==> src/rtl/lcrc_pkg.sv <==
package lcrc_pkg;

  // Per-word classification of the current input word
  typedef struct packed {
    logic acc;   // word is folded into the CRC
    logic lo;    // low CRC slot
    logic hi;    // high CRC slot
  } lcrc_phase_t;

  localparam int LANES = 2;  // 0 = luma, 1 = chroma

endpackage

==> src/rtl/lcrc_timer.sv <==
module lcrc_timer
  import lcrc_pkg::*;
#(
  parameter int EAV_LEN = 4,
  parameter int LN_LEN  = 2
) (
  input  logic        clk,
  input  logic        rst_n,
  input  logic        in_valid,
  input  logic        eav_start,
  output lcrc_phase_t phase
);

  localparam int SLOT_LO = EAV_LEN + LN_LEN;
  localparam int SLOT_HI = SLOT_LO + 1;
  localparam int PW      = $clog2(SLOT_HI + 1);

  logic [PW-1:0] pos_q, pos_d;

  always_comb begin
    pos_d = pos_q;
    if (in_valid) begin
      if (eav_start) begin
        pos_d = PW'(1);
      end else if (pos_q != '0) begin
        pos_d = (pos_q == PW'(SLOT_HI)) ? '0 : pos_q + PW'(1);
      end
    end
  end

  always_ff @(posedge clk or negedge rst_n) begin
    if (!rst_n) begin
      pos_q <= '0;
    end else if (in_valid) begin
      pos_q <= pos_d;
    end
  end

  always_comb begin
    phase.lo  = in_valid && !eav_start && (pos_q == PW'(SLOT_LO));
    phase.hi  = in_valid && !eav_start && (pos_q == PW'(SLOT_HI));
    phase.acc = in_valid && !phase.lo && !phase.hi;
  end

  // offset counter never runs past the high slot
  a_r5_pos_bound: assert property (@(posedge clk) disable iff (!rst_n)
    pos_q <= PW'(SLOT_HI));

  // the low slot is always followed, at the next valid word, by the high slot
  a_r5_lo_then_hi: assert property (@(posedge clk) disable iff (!rst_n)
    (phase.lo && !eav_start) |=> (pos_q == PW'(SLOT_HI)));

  // offsets freeze while no word is valid
  a_r9_pos_hold: assert property (@(posedge clk) disable iff (!rst_n)
    !in_valid |=> $stable(pos_q));

endmodule

==> src/rtl/lcrc_lane.sv <==
module lcrc_lane
  import lcrc_pkg::*;
#(
  parameter int                    DW   = 10,
  parameter logic [2*(DW-1)-1:0]   POLY = 'h31
) (
  input  logic          clk,
  input  logic          rst_n,
  input  logic          in_valid,
  input  lcrc_phase_t   phase,
  input  logic          ins_en,
  input  logic          chk_en,
  input  logic          err_clr,
  input  logic [DW-1:0] din,
  output logic [DW-1:0] dout,
  output logic          err
);

  localparam int HALF = DW - 1;
  localparam int CW   = 2 * HALF;

  // Ten serial steps folded into one combinational update
  function automatic logic [CW-1:0] crc_fold(input logic [CW-1:0] c_in,
                                             input logic [DW-1:0] d);
    logic [CW-1:0] c;
    logic          fb;
    c = c_in;
    for (int i = 0; i < DW; i++) begin
      fb = c[CW-1] ^ d[i];
      c  = {c[CW-2:0], 1'b0};
      if (fb) c = c ^ POLY;
    end
    return c;
  endfunction

  function automatic logic [DW-1:0] slot_code(input logic [HALF-1:0] h);
    return {~h[HALF-1], h};
  endfunction

  logic [CW-1:0] crc_q, crc_d;
  logic [DW-1:0] dout_q, dout_d;
  logic          err_q, err_d;
  logic [DW-1:0] slot_word;
  logic          in_slot, mism;

  assign in_slot   = phase.lo || phase.hi;
  assign slot_word = phase.lo ? slot_code(crc_q[HALF-1:0])
                              : slot_code(crc_q[CW-1:HALF]);
  assign mism      = chk_en && in_slot && (din != slot_word);

  always_comb begin
    crc_d = crc_q;
    if (phase.hi) begin
      crc_d = '0;
    end else if (phase.acc) begin
      crc_d = crc_fold(crc_q, din);
    end
  end

  always_comb begin
    dout_d = dout_q;
    if (in_valid) begin
      dout_d = (ins_en && in_slot) ? slot_word : din;
    end
  end

  always_comb begin
    err_d = err_q;
    if (mism) begin
      err_d = 1'b1;
    end else if (err_clr) begin
      err_d = 1'b0;
    end
  end

  always_ff @(posedge clk or negedge rst_n) begin
    if (!rst_n) begin
      crc_q  <= '0;
      dout_q <= '0;
    end else if (in_valid) begin
      crc_q  <= crc_d;
      dout_q <= dout_d;
    end
  end

  always_ff @(posedge clk or negedge rst_n) begin
    if (!rst_n) begin
      err_q <= 1'b0;
    end else begin
      err_q <= err_d;
    end
  end

  assign dout = dout_q;
  assign err  = err_q;

  // register restarts from zero after the high slot
  a_r4_clear_after_slots: assert property (@(posedge clk) disable iff (!rst_n)
    phase.hi |=> (crc_q == '0));

  // inserted slot words carry an inverted copy of bit 8 in bit 9
  a_r6_slot_format: assert property (@(posedge clk) disable iff (!rst_n)
    (ins_en && in_slot) |=> (dout[DW-1] != dout[DW-2]));

  // with insertion off every word passes untouched
  a_r7_passthrough: assert property (@(posedge clk) disable iff (!rst_n)
    (in_valid && !ins_en) |=> (dout == $past(din)));

  // nothing moves while no word is valid
  a_r9_hold: assert property (@(posedge clk) disable iff (!rst_n)
    !in_valid |=> ($stable(dout) && $stable(crc_q)));

  // no flag is raised while checking is off
  a_r10_check_off: assert property (@(posedge clk) disable iff (!rst_n)
    (!chk_en && !err) |=> !err);

  // a set flag stays set until a clear arrives
  a_r11_sticky: assert property (@(posedge clk) disable iff (!rst_n)
    (err && !err_clr) |=> err);

endmodule

==> src/rtl/lcrc_line_inserter.sv <==
module lcrc_line_inserter
  import lcrc_pkg::*;
#(
  parameter int                  DW      = 10,
  parameter int                  EAV_LEN = 4,
  parameter int                  LN_LEN  = 2,
  parameter logic [2*(DW-1)-1:0] POLY    = 'h31
) (
  input  logic          clk,
  input  logic          rst_n,
  input  logic          in_valid,
  input  logic          eav_start,
  input  logic [DW-1:0] luma_in,
  input  logic [DW-1:0] chroma_in,
  input  logic          ins_en,
  input  logic          chk_en,
  input  logic [1:0]    err_clr,
  output logic          out_valid,
  output logic [DW-1:0] luma_out,
  output logic [DW-1:0] chroma_out,
  output logic [1:0]    err_flags
);

  lcrc_phase_t   phase;
  logic [DW-1:0] din_a  [LANES];
  logic [DW-1:0] dout_a [LANES];
  logic          vld_q;

  assign din_a[0] = luma_in;
  assign din_a[1] = chroma_in;

  lcrc_timer #(
    .EAV_LEN (EAV_LEN),
    .LN_LEN  (LN_LEN)
  ) u_timer (
    .clk       (clk),
    .rst_n     (rst_n),
    .in_valid  (in_valid),
    .eav_start (eav_start),
    .phase     (phase)
  );

  for (genvar g = 0; g < LANES; g++) begin : g_lane
    lcrc_lane #(
      .DW   (DW),
      .POLY (POLY)
    ) u_lane (
      .clk      (clk),
      .rst_n    (rst_n),
      .in_valid (in_valid),
      .phase    (phase),
      .ins_en   (ins_en),
      .chk_en   (chk_en),
      .err_clr  (err_clr[g]),
      .din      (din_a[g]),
      .dout     (dout_a[g]),
      .err      (err_flags[g])
    );
  end

  always_ff @(posedge clk or negedge rst_n) begin
    if (!rst_n) begin
      vld_q <= 1'b0;
    end else begin
      vld_q <= in_valid;
    end
  end

  assign out_valid  = vld_q;
  assign luma_out   = dout_a[0];
  assign chroma_out = dout_a[1];

  // output valid trails input valid by exactly one clock
  a_r8_valid_follow: assert property (@(posedge clk) disable iff (!rst_n)
    in_valid |=> out_valid);
  a_r8_idle_follow: assert property (@(posedge clk) disable iff (!rst_n)
    !in_valid |=> !out_valid);

  // a non-slot word leaves unaltered one clock later
  a_r8_plain_word: assert property (@(posedge clk) disable iff (!rst_n)
    phase.acc |=> (luma_out == $past(luma_in) && chroma_out == $past(chroma_in)));

endmodule

==> config.mk <==
export PLATFORM = sky130hd
export DESIGN_NAME = lcrc_line_inserter
export DESIGN_NICKNAME = d
export VERILOG_FILES = /design/src/rtl/lcrc_pkg.sv /design/src/rtl/lcrc_timer.sv /design/src/rtl/lcrc_lane.sv /design/src/rtl/lcrc_line_inserter.sv
export SDC_FILE = /design/constraint.sdc
export NUM_CORES = 1
export LEC_CHECK = 0
export ABC_AREA = 1
export BUFFER_PORTS_ARGS = -buffer_cell sky130_fd_sc_hd__buf_2
export CAP_MARGIN = 20
export CORE_ASPECT_RATIO = 0.9
export CORE_MARGIN = 5
export CORE_UTILIZATION = 35
export CTS_BUF_LIST = sky130_fd_sc_hd__clkbuf_4
export CTS_CLUSTER_DIAMETER = 30
export CTS_CLUSTER_SIZE = 20
export DETAILED_ROUTE_END_ITERATION = 8
export GPL_TIMING_DRIVEN = 0
export HOLD_SLACK_MARGIN = 0.03
export PLACE_DENSITY = 0.51
export SETUP_SLACK_MARGIN = 0.4
export SKIP_CTS_REPAIR_TIMING = 1
export SLEW_MARGIN = 20
export SYNTH_ARGS = -nofsm -noshare
export SYNTH_HDL_FRONTEND = slang
export SYNTH_SLANG_ARGS = --single-unit
==> constraint.sdc <==
create_clock -name clk -period 2 [get_ports clk]
set_input_delay 0.4 -clock clk [delete_from_list [all_inputs] [get_ports clk]]
set_output_delay 0.4 -clock clk [all_outputs]
set_load 0.03 [all_outputs]
### Yosys cells after proc, flatten, opt, wreduce, memory -nomap -nowiden

Cells that the tools add are included.

* register bits: 62
* output and inout port bits: 23
* logic and storage cells: 148

* add/subtract/negate cells: 1
* equality and inequality tests: 4
* muxes and demuxes: 71
* bitwise logic cells: 44
* reductions and logical operators: 20

Operators by type and width (count)
* 18-bit 2-to-1 mux: 40
* 6-bit 2-to-1 mux: 20
* 3-bit NOT: 20
* 10-bit 2-to-1 mux: 4
* 10-bit != test: 2
* 1-bit XOR: 20
* 1-bit logical AND: 9
* 3-bit 2-to-1 mux: 3
* 2-bit nonzero test: 4
* 3-bit equality test (second input constant): 2
* 1-bit 2-to-1 mux: 4
* 1-bit NOT: 4
* 2-bit AND reduction: 2
* 3-bit by 1-bit adder with 3-bit output (second input constant): 1
* 1-bit zero test: 3
* 3-bit nonzero test: 1
* 1-bit logical OR: 1

### Logic depth before layout (Yosys ltp)

Gate-level depths: netlist of the first run.

* depth after elaboration: 44
* gate-level depth with buffers: 15

### Hierarchy

From an unflattened synthesis of the first run, not the netlist that was laid out.

* cells, all modules: 547
* area, all modules: 3888.7 um2

Modules (own cells, without submodules)
* lcrc_lane: instances 2, cells an instance 257, area each 1814.2 um2
* lcrc_timer: instances 1, cells an instance 32, area each 235.2 um2
* lcrc_line_inserter: instances 1, cells an instance 1, area each 25.0 um2

### Worst setup path before layout of the first run

Ideal clock, no wire load.

* kind: register to register
* from: register u_timer.pos_q[0]
* to: register g_lane[0].u_lane.err_q
* arrival: 1.582 ns
* required time: 1.884 ns
* slack: 0.301 ns
* cell stages (with the launch flop): 15
* period minus slack after synthesis: 1.699 ns
* path through: dfrtp_1 inv_1 ha_1 nand2_1 inv_1 nand2_4 buf_6 nand2_2 o21ai_2 nand2_1 nand2_1 nor2_1 nand3_1 nand2_1 nand2_1

* longest elaborated chain between the ends: 6

Ends and longest elaborated chain
* from (decl): line lcrc_timer.sv:18 `logic [PW-1:0] pos_q, pos_d;`
* from (signal assigned): line lcrc_timer.sv:35 `pos_q <= pos_d;`
* 3-bit equality test (on tied branches): line lcrc_timer.sv:40, lcrc_timer.sv:41
* 1-bit logical AND (on tied branches): line lcrc_timer.sv:40, lcrc_timer.sv:41
* 10-bit 2-to-1 mux or 1-bit logical OR (tied branches): line lcrc_lane.sv:47, lcrc_lane.sv:46
* 10-bit != test or 1-bit logical AND (tied branches): line lcrc_lane.sv:49 `assign mism = chk_en && in_slot && (din != slot_word);`
* 1-bit logical AND (*): line lcrc_lane.sv:49
* 1-bit 2-to-1 mux or 2-bit nonzero test (tied branches)
* to (signal assigned): line lcrc_lane.sv:90 `err_q <= err_d;`
* to (decl): line lcrc_lane.sv:42 `logic err_q, err_d;`

Mark *: on every way between the ends. The rest lies on a longest branch, timed or not.
A chain may end at the register's enable or synchronous reset.

### Worst setup path in the final report of the first run

* from: register u_timer.pos_q[0]
* to: register g_lane[1].u_lane.err_q

* longest elaborated chain between the ends: 6

Ends and longest elaborated chain (line)
* 3-bit equality test (on tied branches): lcrc_timer.sv:40, lcrc_timer.sv:41
* 1-bit logical AND (on tied branches): lcrc_timer.sv:40, lcrc_timer.sv:41
* 10-bit 2-to-1 mux or 1-bit logical OR (tied branches): lcrc_lane.sv:47, lcrc_lane.sv:46
* 10-bit != test or 1-bit logical AND (tied branches): lcrc_lane.sv:49
* 1-bit logical AND (*): lcrc_lane.sv:49
* 1-bit 2-to-1 mux or 2-bit nonzero test (tied branches)
* to (signal assigned): lcrc_lane.sv:90
* to (decl): lcrc_lane.sv:42

Marks and branches as above.

==> results of run 1 <==
==> cell type report <==
type                    count  area (µm²)  share of cell area [%]
inverters                  75         304                    5.79
clock buffers              11        82.6                    1.57
repair inverters            1        11.3                   0.214
repair buffers             78         614                    11.7
flip-flops and latches     62        1550                    29.6
multi-input cells         361        2250                    42.8
well taps                 152         190                    3.62
clock inverters             5        26.3                   0.500
plain buffers              19         223                    4.24
==> synth_stat cells, drive strengths merged <==
master and n:
ha 4, xor2 30, inv 75, a32oi 1, a31oi 2, o21ai 21
nor2 33, nand3 38, xnor2 17, o22ai 33, a21oi 31, buf 17
a32o 1, nand2 140, dfrtp 62, o211ai 2, clkbuf 2, nand3b 6
==> flip-flops by register name, summed over array words and instances, names as in the netlist <==
| name | flops |
|---|---|
| g_lane.u_lane.dout | 20 |
| u_timer.pos_q | 3 |
| g_lane.u_lane.err | 2 |
| g_lane.u_lane.crc_q | 36 |
| out_valid | 1 |
==> cells by family (layout without fill, tap and decap cells) <==
| logic type | after synthesis | after routing |
|---|---|---|
| adder cells (fa/ha/maj) | 4 | 4 |
| XOR/XNOR | 47 | 47 |
| flip-flops | 62 | 62 |
| AND/OR/NAND/NOR | 217 | 219 |
| buffers and inverters | 94 | 189 |
| AO/OA/AOI/OAI | 91 | 91 |
==> power by group through the flow <==
| stage | clock network [mW] | logic (mW) | registers (mW) |
|---|---|---|---|
| CTS | 0.788 | 2.62 | 1.95 |
| finish | 0.776 | 3.06 | 1.96 |
| floorplan | 0 | 1.93 | 1.99 |
| detailed placement | 0 | 2.60 | 1.97 |
| global route | 0.844 | 3.36 | 2.02 |
| global placement | 0 | 2.57 | 1.96 |
==> worst max-delay path, stage by stage (launching register included) <==
cell	delay [ns]
dfrtp_1	0.42
inv_2	0.09
ha_4	0.14
nand2_4	0.07
nor2_4	0.21
buf_8	0.20
nand2_4	0.06
nand2_2	0.05
nand2_1	0.05
nand2_1	0.05
nand2_1	0.06
nor2_1	0.13
nand3_2	0.11
nand2_1	0.08
nand2_1	0.04
==> per-layer routing <==
layer  part of all wire (%)  vias up  track usage, %
met4                    1.3        0            5.20
met1                     47     1829            28.3
met5                      0        -               0
met2                     45      147            30.1
met3                    7.0       14            3.16
li1                       -     1849               -
==> how the worst max path moves through the flow <==
stage                                    end  slack (ns)  cells after the start
finish                  g_lane[1].u_lane.err        0.12                     14
global route            g_lane[1].u_lane.err       -0.01                     14
CTS                 g_lane[1].u_lane.dout[5]       -0.03                      9
detailed placement      g_lane[1].u_lane.err       -0.03                     14
global placement        g_lane[1].u_lane.err       -0.03                     14
floorplan           g_lane[0].u_lane.dout[5]        0.41                      9
==> flow_metrics.py, run 1 <==
metrics = {
    "outcome": {
        "status": "complete, no violations",
    },
    "sta": {
        "fin_crit_sh_pct": 93.8,
        "worstMarginPinSlew_ns": 0.635,
        "finalHoldViolCount": 0,
        "hold_ws_ns": 0.117,
        "setup-tns-final_ns": 0,
        "final.setup.worst_slack_ns": 0.124,
        "finalCriticalPeriod_ns": 1.88,
        "rsz0062_at_grt": "yes",
        "setup_viol": 0,
        "drv_slew": 0,
        "fmax_ghz": 0.533,
        "relSlewSlack_pct": 57.7,
        "fin_skew_ns": 0.0190,
    },
    "place": {
        "dp_slack_ns": -0.0347,
        "dp_hpwl_um": 9260,
        "place_area_mm2": 0.00438,
        "io_buffer_count": 50,
        "dp.cells": 718,
        "place.gp.congestion": 0.876,
    },
    "logic_synthesis": {
        "syn_inst": 515,
        "ys_ff_latch": 62,
        "syn_nets": 547,
        "syn_area_mm2": 0.00391,
        "yosysWarningCount": 0,
        "synth_top_family_by_area": "simple AND/OR/NAND/NOR gates",
        "synth_adder_area_share_pct": 1.28,
        "synth_area_leaders": "dfrtp_1 40%, nand2_1 13%, inv_1 6.9%",
        "synth_xor_area_share_pct": 10.5,
        "ys_seq_area_share_pct": 39.7,
        "synth-compound-area-share_pct": 13.9,
        "synthMuxAreaShare_pct": 0,
        "post_synth.cell_area_avg_um2": 7.59,
        "synth_top_cell_by_area": "dfrtp_1",
        "synth-simple-area-share_pct": 24.1,
        "synth_cell_types": 32,
        "yosysTopAreaCellShare_pct": 39.7,
    },
    "floorplan": {
        "dieHeight_um": 110,
        "core_area_mm2": 0.0109,
        "rows": 36,
        "die_w_um": 121,
        "io_pins": 51,
        "initial_core_util_pct": 35.9,
        "die-area_mm2": 0.0134,
    },
    "global_route": {
        "grt.total_usage_pct": 19.4,
        "grt_overflow": 0,
        "grt_antenna_before_repair": 0,
        "grt_max_degree": 46,
        "grt_pass1_vias": 3531,
        "grt_pass1_wl_um": 19700,
    },
    "route": {
        "routed_via_density": 5.02,
        "drt_iter0_drc": 307,
        "wl_per_cell_um": 17.6,
        "ant_nets": 0,
        "vias": 3839,
        "routed_wirelength_um": 13500,
        "drc": 0,
        "dr.pass1.iters": 5,
    },
    "power_and_ir_drop": {
        "swShare_pct": 46.0,
        "p_clk_share_pct": 13.4,
        "p_sw_mw": 2.67,
        "combinationalPowerShare_pct": 52.8,
        "p_total_mw": 5.80,
        "irDropWorstVdd_v": 0.000309,
        "p_seq_share_pct": 33.8,
        "p_leak_nw": 2.66,
        "power-per-cell-area_mw_per_mm2": 1100,
        "p_int_mw": 3.14,
    },
    "clock_tree": {
        "htreeDepth": 3,
        "cts_buffers": 9,
        "cts_buffer_depth": 2,
        "cts.clk_slew.worst_paths_ns": 0.11,
        "root_buffer": "clkbuf_4",
        "cts_sinks": 62,
        "clk_latency_ns": 0.43,
        "cts_tree": "built",
    },
    "layout": {
        "antenna_cells": 0,
        "drive_gt1_share_pct": 28.4,
        "layout.cells.non_filler": 764,
        "syn2layout_area_growth_pct": 34.3,
        "fill_cells": 1108,
        "final_cell_mix": "123 x nand2_1, 69 x inv_1, 61 x dfrtp_1, 49 x buf_2, 34 x nand3_1",
        "postLayoutCellArea_mm2": 0.00525,
        "final_common_cell": "nand2_1",
        "final_nets": 639,
        "utilization_pct": 48.2,
    },
    "critical_path": {
        "r2r-start": "u_timer.pos_q[0]",
        "worstPathArrival_ns": 2.19,
        "rr_endpoint": "g_lane[1].u_lane.err",
        "critPathMaxFanout": 5,
        "startpoint_type": "register",
        "cp-end-kind": "register",
        "rrSetupSlack_ns": 0.12,
        "crit_type": "reg2reg",
        "r2r.worst_path.cells": 14,
        "cp-startpoint": "u_timer.pos_q[0]",
        "required_ns": 2.32,
    },
    "hold_path": {
        "hold_end": "out_valid",
        "hp-start": "in_valid",
        "hold_class": "in2reg",
        "hold_depth": 1,
    },
    "job": {
        "drv_cap": 0,
    },
}
Power figures use the tool's default switching activity.
==> run 2, diff against run 1 <==
--- a/config.mk
+++ b/config.mk
@@ -5,19 +5,19 @@
 export SDC_FILE = /design/constraint.sdc
 export NUM_CORES = 1
 export LEC_CHECK = 0
-export ABC_AREA = 1
+export ABC_AREA = 0
 export BUFFER_PORTS_ARGS = -buffer_cell sky130_fd_sc_hd__buf_2
 export CAP_MARGIN = 20
-export CORE_ASPECT_RATIO = 0.9
+export CORE_ASPECT_RATIO = 0.6
 export CORE_MARGIN = 5
-export CORE_UTILIZATION = 35
+export CORE_UTILIZATION = 60
 export CTS_BUF_LIST = sky130_fd_sc_hd__clkbuf_4
 export CTS_CLUSTER_DIAMETER = 30
 export CTS_CLUSTER_SIZE = 20
 export DETAILED_ROUTE_END_ITERATION = 8
 export GPL_TIMING_DRIVEN = 0
 export HOLD_SLACK_MARGIN = 0.03
-export PLACE_DENSITY = 0.51
+export PLACE_DENSITY = 0.81
 export SETUP_SLACK_MARGIN = 0.4
 export SKIP_CTS_REPAIR_TIMING = 1
 export SLEW_MARGIN = 20
==> run 2 against run 1 <==
The run now ends with setup timing left. Non-clock buffer count is 13 lower. Worst setup slack worse by 0.15 ns. Largest power group unchanged. Largest cell class unchanged. Die area is 41% lower.
==> flow_metrics.py, run 2 <==
metrics = {
    "logic_synthesis": {
        "yosysWarningCount": 0,
        "syn_area_mm2": 0.00373,
        "synth_common_cells": "62 x dfrtp_1, 57 x nand2_1, 48 x xnor2_1, 32 x o21ai_1, 32 x xor2_1",
        "post_synth.cell_area_avg_um2": 9.80,
        "synth_most_common_cell": "dfrtp_1",
        "yosysTopAreaCellShare_pct": 41.5,
        "synth_edf_count": 0,
        "ys_seq_area_share_pct": 41.5,
        "synthArstFlopShare_pct": 100,
        "ys_ff_latch": 62,
        "syn_inst": 381,
        "synth_top_cell_by_area": "dfrtp_1",
        "synth_cell_types": 39,
        "synth_top_flop_cell": "dfrtp_1",
        "syn_nets": 413,
        "synth_area_leaders": "dfrtp_1 42%, xnor2_1 11%, xor2_1 7.5%",
    },
    "route": {
        "ant_nets": 0,
        "routed_wirelength_um": 10900,
        "vias": 3255,
        "wl_per_cell_um": 19.8,
        "drt_iter0_drc": 433,
        "routed_via_density": 5.93,
        "drc": 0,
        "dr.pass1.iters": 7,
    },
    "clock_tree": {
        "clk_latency_ns": 0.45,
        "cts_sinks": 62,
        "cts_buffer_depth": 2,
        "cts.clk_slew.worst_paths_ns": 0.11,
        "cts_buffers": 9,
        "htreeDepth": 3,
        "root_buffer": "clkbuf_4",
        "cts_tree": "built",
    },
    "sta": {
        "finalHoldViolCount": 0,
        "final.setup.worst_slack_ns": -0.0220,
        "finalCriticalPeriod_ns": 2.02,
        "drv_slew": 0,
        "fmax_ghz": 0.495,
        "fin_crit_sh_pct": 101,
        "worstMarginPinSlew_ns": 0.788,
        "relSlewSlack_pct": 47.5,
        "setup_viol": 3,
        "rsz0062_at_grt": "yes",
        "fin_skew_ns": 0.0135,
    },
    "place": {
        "dp.cells": 515,
        "place_area_mm2": 0.00415,
        "io_buffer_count": 50,
        "dp_hpwl_um": 7270,
        "place.gp.congestion": 1.01,
    },
    "outcome": {
        "status": "complete, but fails checks",
        "violations": "setup timing",
    },
    "critical_path": {
        "path_cells": "inv_2 > ha_4 > nand4b_4 > clkbuf_16 > nor4b_4 > o211ai_1 > a211oi_2 > o221ai_1",
        "cp-startpoint": "u_timer.pos_q[0]",
        "critPathBufInv": 2,
        "startpoint_type": "register",
        "cp-end-kind": "register",
        "crit_type": "reg2reg",
        "r2r-start": "u_timer.pos_q[0]",
        "cpMaxStageDelayCell": "dfrtp_1",
        "required_ns": 2.31,
        "cp_top_family": "compound AO/OA/AOI/OAI gates",
        "cp_num_cells": 8,
        "r2r.worst_path.cells": 8,
        "cpPeakStageDelay_ns": 0.42,
        "worstPathArrival_ns": 2.33,
        "critPathMaxFanout": 7,
    },
    "layout": {
        "postLayoutCellArea_mm2": 0.00474,
        "final_cell_mix": "62 x dfrtp_1, 52 x buf_2, 48 x xnor2_1, 32 x xor2_1, 30 x nand2_1",
        "multi_input_area_mm2": 0.00231,
        "antenna_cells": 0,
        "fill_cells": 402,
        "seq_area_mm2": 0.00155,
        "drive_gt1_share_pct": 37.6,
        "layout.cells.non_filler": 549,
        "final_nets": 492,
        "utilization_pct": 77.9,
        "largest_register_ffs": 36,
        "final_common_cell": "dfrtp_1",
        "largest_register": "g_lane.u_lane.crc_q",
        "syn2layout_area_growth_pct": 26.9,
    },
    "floorplan": {
        "rows": 22,
        "io_pins": 51,
        "die_w_um": 112,
        "core_area_mm2": 0.00608,
        "dieHeight_um": 71.1,
        "die-area_mm2": 0.00795,
        "initial_core_util_pct": 61.4,
    },
    "global_route": {
        "grt.total_usage_pct": 25.8,
        "grt_overflow": 0,
        "met3_usage_pct": 9.49,
        "grt_most_used_layer": "met1",
        "grt_pass1_vias": 3037,
        "grt_pass1_wl_um": 15900,
        "use_met2_pct": 35.3,
        "grt_use_met1_pct": 37.9,
        "grt_antenna_before_repair": 0,
        "grt_max_degree": 63,
    },
    "power_and_ir_drop": {
        "power-per-cell-area_mw_per_mm2": 1350,
        "irDropWorstVdd_v": 0.000862,
        "p_leak_nw": 2.20,
    },
    "job": {
        "drv_cap": 0,
    },
    "hold_path": {
        "hold_class": "in2async",
    },
}
run 2: cell types whose count changed after synthesis, moves of 26 or more:
cell / previous run / this run
nand2_1: 133 / 57
o22ai_1: 33 / 0
o21ai_1: 6 / 32
nand3_1: 38 / 2
inv_1: 72 / 15
xnor2_1: 17 / 48
run 2: logic make-up after synthesis:
| group | synth area share (%) |
|---|---|
| and+or+nand+nor | 10.9 |
| muxes | 9.82 |
| buffers and inverters | 3.89 |
| DFF | 41.5 |
| AOI/OAI and AO/OA | 13.8 |
| adders and majority gates | 1.34 |
| xor gates and xnor gates | 18.8 |
run 2: path summary, 6_finish.rpt:
kind                                              end  slack (ns)
setup / recovery                 g_lane[1].u_lane.err       -0.02
hold / removal             g_lane[0].u_lane.crc_q[12]        0.02
setup reg to reg                 g_lane[1].u_lane.err       -0.02
hold reg to reg              g_lane[0].u_lane.dout[8]        0.51
max in group asynchronous    g_lane[1].u_lane.dout[1]        1.45
min in group clk                            out_valid        0.15
run 2: metrics by stage:
step                setup WS (ns)  total power, mW  hold WS [ns]  setup TNS, ns
floorplan                   0.311             4.31         0.104              0
finish                    -0.0220             6.40        0.0224        -0.0312
detailed placement         -0.221             5.02         0.494         -0.727
CTS                        -0.246             5.88        0.0421         -0.491
global placement           -0.145             4.92         0.484         -0.283
global route              -0.0775             6.77        0.0895         -0.272
run 2: layer usage:
layer / share of wire (%) / vias to the layer above
li1: - / 1467
met1: 43 / 1585
met2: 44 / 181
met3: 12 / 22
met4: 1.6 / 0
met5: 0 / -
run 2: power breakdown:
part           leakage (nW)  internal, mW  switching (mW)  total, mW
Combinational          1.38          1.47            1.77       3.24
Sequential            0.750          1.68           0.630       2.31
Clock                0.0750         0.380           0.469      0.849
run 2: cell type report:
class	count	area share, %
Multi-Input combinational cell	288	48.8
Sequential cell	62	32.7
Timing Repair Buffer	67	9.11
Buffer	17	3.22
Tap cell	84	2.22
Clock buffer	10	1.58
Inverter	15	1.19
Clock inverter	6	1.11
==> run 3, diff against run 2 <==
--- a/config.mk
+++ b/config.mk
@@ -10,16 +10,17 @@
 export CAP_MARGIN = 20
 export CORE_ASPECT_RATIO = 0.6
 export CORE_MARGIN = 5
-export CORE_UTILIZATION = 60
+export CORE_UTILIZATION = 40
 export CTS_BUF_LIST = sky130_fd_sc_hd__clkbuf_4
 export CTS_CLUSTER_DIAMETER = 30
 export CTS_CLUSTER_SIZE = 20
 export DETAILED_ROUTE_END_ITERATION = 8
 export GPL_TIMING_DRIVEN = 0
 export HOLD_SLACK_MARGIN = 0.03
-export PLACE_DENSITY = 0.81
+export PLACE_DENSITY = 0.57
 export SETUP_SLACK_MARGIN = 0.4
 export SKIP_CTS_REPAIR_TIMING = 1
+export SKIP_LAST_GASP = 1
 export SLEW_MARGIN = 20
 export SYNTH_ARGS = -nofsm -noshare
 export SYNTH_HDL_FRONTEND = slang
==> run 3 against run 2 <==
The flow still finishes with violations (setup timing). Clock skew decreased by 0.0028 ns. Sequential cell count unchanged. Global-route usage down 6.7 points. Combinational power fell by 7.1%. Design area down 1.4%. First-iteration DRC count decreased by 59%. Largest cell class unchanged.
==> flow_metrics.py, run 3 (synthesis results as in run 2) <==
metrics = {
    "outcome": {
        "status": "complete, but fails checks",
        "violations": "setup timing",
    },
    "critical_path": {
        "cp_top_family": "flip-flops",
        "startpoint_type": "register",
        "cpMaxStageDelayCell": "dfrtp_1",
        "crit_type": "reg2reg",
        "critPathMaxFanout": 5,
        "critPathBufInv": 2,
        "cpMostUsedCell": "buf_4",
        "cp-end-kind": "register",
        "path_cells": "buf_4 > ha_2 > ha_4 > a21o_1 > buf_4 > and3_4 > o21a_1 > mux2_2",
        "worstPathArrival_ns": 2.33,
        "cpPeakStageDelay_ns": 0.43,
        "required_ns": 2.32,
    },
    "sta": {
        "relSlewSlack_pct": 46.2,
        "setup-tns-final_ns": -0.00761,
        "setup_viol": 1,
        "fin_crit_sh_pct": 100,
        "drv_slew": 0,
        "final.setup.worst_slack_ns": -0.00761,
        "fin_skew_ns": 0.0107,
        "fmax_ghz": 0.498,
        "finalCriticalPeriod_ns": 2.01,
        "hold_ws_ns": 0.168,
        "worstMarginPinSlew_ns": 0.807,
        "rsz0062_at_grt": "yes",
        "finalHoldViolCount": 0,
    },
    "route": {
        "ant_nets": 0,
        "dr.pass1.iters": 5,
        "wl_met1_um": 5810,
        "vias": 3084,
        "routed_wirelength_um": 11000,
        "met2_length_um": 4340,
        "top_layer_used": "met4",
        "dr_wl_met3_um": 831,
        "drt_iter0_drc": 179,
        "wl_per_cell_um": 18.5,
        "routed_via_density": 5.17,
        "drc": 0,
    },
    "floorplan": {
        "rows": 27,
        "io_pins": 51,
        "die_w_um": 135,
        "dieHeight_um": 84.9,
        "die-area_mm2": 0.0114,
        "core_area_mm2": 0.00916,
        "initial_core_util_pct": 40.8,
    },
    "layout": {
        "multi_input_area_mm2": 0.00214,
        "utilization_pct": 51.0,
        "largest_register": "g_lane.u_lane.crc_q",
        "fill_cells": 881,
        "final_common_cell": "dfrtp_1",
        "layout.cells.non_filler": 597,
        "final_nets": 494,
        "syn2layout_area_growth_pct": 25.1,
        "antenna_cells": 0,
        "final_cell_mix": "61 x dfrtp_1, 57 x nand2_1, 51 x buf_2, 48 x xnor2_1, 34 x o21ai_1",
        "largest_register_ffs": 36,
        "drive_gt1_share_pct": 28.7,
        "seq_area_mm2": 0.00155,
    },
    "power_and_ir_drop": {
        "power-per-cell-area_mw_per_mm2": 1310,
        "p_leak_nw": 2.16,
        "irDropWorstVdd_v": 0.000452,
    },
    "place": {
        "dp_hpwl_um": 7880,
        "place.gp.congestion": 0.931,
        "dp_slack_ns": -0.198,
        "dp.cells": 562,
        "io_buffer_count": 50,
    },
    "clock_tree": {
        "htreeDepth": 3,
        "cts_sinks": 62,
        "clk_latency_ns": 0.43,
        "root_buffer": "clkbuf_4",
        "cts.clk_slew.worst_paths_ns": 0.11,
        "cts_buffer_depth": 2,
        "cts_buffers": 9,
        "cts_tree": "built",
    },
    "global_route": {
        "grt_max_degree": 42,
        "grt.total_usage_pct": 19.1,
        "grt_overflow": 0,
        "grt_pass1_wl_um": 16800,
        "grt_pass1_vias": 3010,
        "grt_antenna_before_repair": 0,
    },
    "hold_path": {
        "hold_class": "in2reg",
    },
    "job": {
        "drv_cap": 0,
    },
}
==> run 3: cell count changes in the layout (fill, tap and decap cells not counted), sizes merged <==
cell         change
dlygate4sd3      +1
clkbuf           +4
o21ai            -1
buf              -2
==> run 3: area by class of cell <==
class / instances / area share, %
multi-input cells: 287 / 45.8
flip-flops and latches: 62 / 33.2
repair buffers: 70 / 10.2
well taps: 130 / 3.48
plain buffers: 17 / 3.35
clock buffers: 10 / 1.61
inverters: 15 / 1.21
clock inverters: 6 / 1.12
==> run 3: metrics by stage <==
step                area, µm²  power (mW)
floorplan                3790        4.31
global placement         4200        4.98
detailed placement       4230        5.04
CTS                      4360        5.93
global route             4670        6.54
finish                   4670        6.13
==> run 3: worst paths after layout <==
path | from | cells past startpoint | slack (ns) | end
hold reg to reg | g_lane[0].u_lane.dout[6] | 1 | 0.51 | g_lane[0].u_lane.dout[6]
hold / removal | in_valid | 1 | 0.17 | out_valid
max in group asynchronous | rst_n | 3 | 1.08 | g_lane[0].u_lane.crc_q[12]
min in group asynchronous | rst_n | 2 | 0.39 | g_lane[1].u_lane.crc_q[5]
setup / recovery | u_timer.pos_q[0] | 8 | -0.008 | g_lane[1].u_lane.dout[8]
setup reg to reg | u_timer.pos_q[0] | 8 | -0.008 | g_lane[1].u_lane.dout[8]
==> run 3: power breakdown <==
group	total [mW]	switching [mW]	internal, mW
clock	0.867	0.486	0.381
sequential	2.25	0.565	1.69
combinational	3.01	1.61	1.39
total	6.13	2.67	3.46
==> run 3: metal layers <==
layer	vias up	global-route usage (%)
met5	-	0
met4	0	3.70
met3	10	6.28
met2	102	25.4
met1	1503	29.8
li1	1469	-
